## src/rtl/gio_port.sv

```systemverilog
module gio_port #(
  parameter int LINES   = 8,
  parameter int GRP_W   = 4,
  parameter int REG_W   = 16,
  parameter int DIR_LSB = 10
) (
  input  logic             clk,
  input  logic             rst_n,
  input  logic             reg_wr,
  input  logic [REG_W-1:0] reg_wdata,
  output logic [REG_W-1:0] reg_rdata,
  output logic [LINES-1:0] pin_out,
  output logic [LINES-1:0] pin_oe,
  input  logic [LINES-1:0] pin_in
);
  localparam int NGRP = LINES / GRP_W;

  logic [LINES-1:0] out_q;
  logic [NGRP-1:0]  dir_q;
  logic [LINES-1:0] meta_q, sync_q;

  always_ff @(posedge clk or negedge rst_n) begin
    if (!rst_n) begin
      out_q <= '0;
      dir_q <= '0;
    end else if (reg_wr) begin
      out_q <= reg_wdata[LINES-1:0];
      dir_q <= reg_wdata[DIR_LSB +: NGRP];
    end
  end

  always_ff @(posedge clk or negedge rst_n) begin
    if (!rst_n) begin
      meta_q <= '0;
      sync_q <= '0;
    end else begin
      meta_q <= pin_in;
      sync_q <= meta_q;
    end
  end

  genvar g;
  generate
    for (g = 0; g < NGRP; g++) begin : g_grp
      assign pin_oe[g*GRP_W +: GRP_W] = {GRP_W{dir_q[g]}};
    end
  endgenerate

  assign pin_out = out_q;

  always_comb begin
    reg_rdata = '0;
    reg_rdata[LINES-1:0] = sync_q;
    reg_rdata[DIR_LSB +: NGRP] = dir_q;
  end
endmodule

```

## config.mk

```make
export PLATFORM = sky130hd
export DESIGN_NAME = gio_port
export DESIGN_NICKNAME = d
export VERILOG_FILES = /design/src/rtl/gio_port.sv
export SDC_FILE = /design/constraint.sdc
export NUM_CORES = 1
export LEC_CHECK = 0
export ABC_AREA = 1
export CAP_MARGIN = 5
export CORE_MARGIN = 2
export CORE_UTILIZATION = 37
export DETAILED_ROUTE_END_ITERATION = 12
export PLACE_DENSITY_LB_ADDON = 0.3
export SYNTH_ARGS = -nofsm -noshare
export SYNTH_HDL_FRONTEND = slang
export SYNTH_SLANG_ARGS = --single-unit
```

## constraint.sdc

```tcl
create_clock -name clk -period 1.93 [get_ports clk]
set_input_delay 0.579 -clock clk [delete_from_list [all_inputs] [get_ports clk]]
set_output_delay 0.579 -clock clk [all_outputs]
set_load 0.02 [all_outputs]
```

== After elaboration in Yosys (flattened, before gate mapping) ==
Cells that the tools add are included.
Word-level totals
  flip-flop bits (word level): 26
  input bits: 27
  logic and storage cells: 4

== Longest topological paths before layout ==
  depth after elaboration: 0
  depth in mapped cells: 3
  mapped depth without buffers: 3

== Least setup slack after synthesis ==
No wires, ideal clock.
  kind: reg2out
  start: register dir_q[0]
  end: output pin_oe[1]
  arrival: 684 ps
  required time: 1351 ps
  path slack: 667 ps
  stages on the path, launching flop included: 2
  buffers on the path: 1
  path through: dfrtp_1 -> buf_4
RTL lines
  from (decl): line 19  | logic [NGRP-1:0] dir_q;
  from (signal assigned): line 28  | dir_q <= reg_wdata[DIR_LSB +: NGRP];
  to (decl): line 13  | output logic [LINES-1:0] pin_oe,
No word-level cell between the ends.

== Worst setup path in the final report ==
  start: register out_q[1], in the netlist pin_out[1]
  end: output pin_out[1]
RTL lines
  from (decl): line 18  | logic [LINES-1:0] out_q;
  from (signal assigned): line 27  | out_q <= reg_wdata[LINES-1:0];
  to (decl): line 12  | output logic [LINES-1:0] pin_out,
No word-level cell between the ends.

==> results_dict.tcl <==
set metrics [dict create \
    cp.arrival_ns 1.29 \
    power_density_nw_per_um2 802 \
    crit_start "pin_out[1]" \
    ys_ff_latch 26 \
    synth_area_um2 887 \
    worstHoldPathCells 0 \
    numCtsBuffers 3 \
    worstRegToRegCells 2 \
    path_buf_inv 1 \
    finClkSkew_ns 0.00386 \
    antenna_found_initial 0 \
    setup_tns_ns 0 \
    drcViolationCount 0 \
    clkPwrFrac_pct 24.3 \
    power_w 0.00107 \
    r2r_slack_ns 1.27 \
    clock_path_buffers 2 \
    fillCellCount 211 \
    grt_pass1_vias 591 \
    synth_cells 73 \
    initial_utilization_pct 39.7 \
    leakage_nw 0.670 \
    hp-start "meta_q[2]" \
    drv_slew 0 \
    p_int_w 0.000796 \
    placed_area_um2 1300 \
    timing.max_cap.violations 0 \
    die_x_um 53.0 \
    cts_tree "built" \
    endpoint_kind "output pin" \
    rows 17 \
    vias_per_cell 4.05 \
    sw_frac_of_total_pct 25.4 \
    hold_end "sync_q[2]" \
    htree_levels 1 \
    area_growth_pct 49.8 \
    vias 579 \
    cts.sinks 26 \
    clkLatencyLatePin_ns 0.30 \
    place_congestion 0.702 \
    cp_max_fo 2 \
    cts.reportedPaths.clkPinSlew_ns 0.13 \
    power_frac_comb_pct 19.9 \
    outcome "complete, no violations" \
    grt_start_max_net_pins 27 \
    critical-path-top-delay-family "buffers and inverters" \
    slowest_delay_ns 0.62 \
    r2r-end "dir_q[0]" \
    cp_cell_sequence "clkdlybuf4s50_1" \
    pwr-share-seq_pct 55.8 \
    port_buffers 46 \
    diodes 0 \
    p_sw_w 0.000270 \
    hpwl_um 1210 \
    crit_path_start_kind "register" \
    syn-mean-instance-area_um2 12.2 \
    totalWireLength_um 1530 \
    postRouteAntennaNets 0 \
    die_h_um 53.0 \
    die-area_um2 2810 \
    rsz0062_at_grt "no" \
    grt_pass1_wl_um 2600 \
    wl_per_cell_um 10.7 \
    gr-total-overflow 0 \
    drt_iter0_drc 2 \
    criticalPathCategory "register to output pin" \
    fin_crit_ns 1.86 \
    hold_buffers 0 \
    worstReg2RegStart "dir_q[0]" \
    postLayoutCellArea_um2 1330 \
    gr-usage-all-layers_pct 13.0 \
    post-cts-setup-buffer-count 0 \
    coreArea_um2 2230 \
    critPathRequiredTime_ns 1.35 \
    dr.pass1.iters 4 \
    synth_cell_type_count 6 \
    setup_violations 0 \
    drive_gt1_share_pct 6.09 \
    slowest_stage "clkdlybuf4s50_1" \
    cts-root-buf "clkbuf_4" \
    hold_viol 0 \
    worst_hold_path_type "register to register" \
    boundaryPins 59 \
    min_period_over_period_pct 96.6 \
    yosysSeqAreaShare_pct 73.3 \
    nets 143 \
    synth_warnings 0 \
    timing.fmax_mhz 536 \
    ir_worst_vdd_uv 564 \
]
## cells in the mapped netlist (all sizes together)
| master | count | share of area [%] |
|---|---|---|
| nand2 | 30 | 13 |
| dfrtp | 26 | 73 |
| buf | 15 | 13 |
| conb | 1 | 0.42 |
| inv | 1 | 0.42 |
## layout by cell type, fill, tap and decap left out
master,count
clkdlybuf4s50_1,34
nand2_1,30
dfrtp_1,26
dlygate4sd2_1,10
conb_1,6
clkbuf_4,3
dlymetal6s2s_1,2
buf_4,2
inv_2,1
clkbuf_8,1
## per-layer routing
metal / vias to the layer above / wire (um) / track usage (%)
met5: - / 0 / 0
met4: 0 / 0 / 3.85
met3: 0 / 94 / 2.82
met2: 22 / 937 / 25.8
met1: 276 / 496 / 13.1
li1: 281 / - / -
## layout make-up
| cell class | instances | area [um2] | area share, % |
|---|---|---|---|
| clock buffers | 4 | 36.3 | 2.73 |
| multi-input cells | 36 | 135 | 10.2 |
| flip-flops and latches | 26 | 651 | 49.0 |
| inverters | 1 | 3.75 | 0.282 |
| well taps | 28 | 35.0 | 2.64 |
| repair buffers | 48 | 468 | 35.2 |
## registers in the layout (all words and copies together), names as in the netlist
signal / cells
dir_q: 2
meta_q: 8
pin_out: 8
sync_q: 8
## timing repair
item,in CTS,in global routing
cloned,0,0
gates resized for setup,10,2
setup endpoints to repair,10,2
## power groups by stage
stage	sequential (W)	combinational (W)	clock [W]
CTS	0.000597	0.000216	0.000270
detailed placement	0.000608	0.000229	0
finish	0.000595	0.000212	0.000259
floorplan	0.000641	0.0000828	0
global placement	0.000605	0.000226	0
global route	0.000600	0.000232	0.000297
## worst max-delay path by stage
stage                       endpoint  slack [ns]  cells past startpoint
after floorplan            pin_oe[1]        0.67                      1
after global placement     pin_oe[0]        0.33                      1
after detailed placement   pin_oe[3]        0.30                      1
after CTS                 pin_out[2]        0.04                      1
after global routing      pin_out[1]       0.003                      1
final                     pin_out[1]        0.07                      1
## cells by family (layout without fill, tap and decap cells)
group | after synthesis | count (layout) | share of synthesized area, %
buffers and inverters | 16 | 53 | 13.5
flip-flops | 26 | 26 | 73.3
AND/OR/NAND/NOR | 30 | 30 | 12.7
other | 1 | 6 | 0.423
## per-stage QoR
| stage | setup slack [ns] | util, % | hold slack [ns] | instances |
|---|---|---|---|---|
| 3_5_place_dp | 0.299 | 58.2 | 0.336 | 139 |
| 5_1_grt | 0.00288 | 59.5 | 0.371 | 143 |
| 3_3_place_gp | 0.334 | 58.2 | 0.332 | 139 |
| 6_report | 0.0651 | 59.5 | 0.363 | 143 |
| 2_1_floorplan | 0.667 | - | 0.283 | 78 |
| 4_1_cts | 0.0404 | 59.3 | 0.367 | 143 |
No activity file was read; power rests on OpenSTA's default activity.
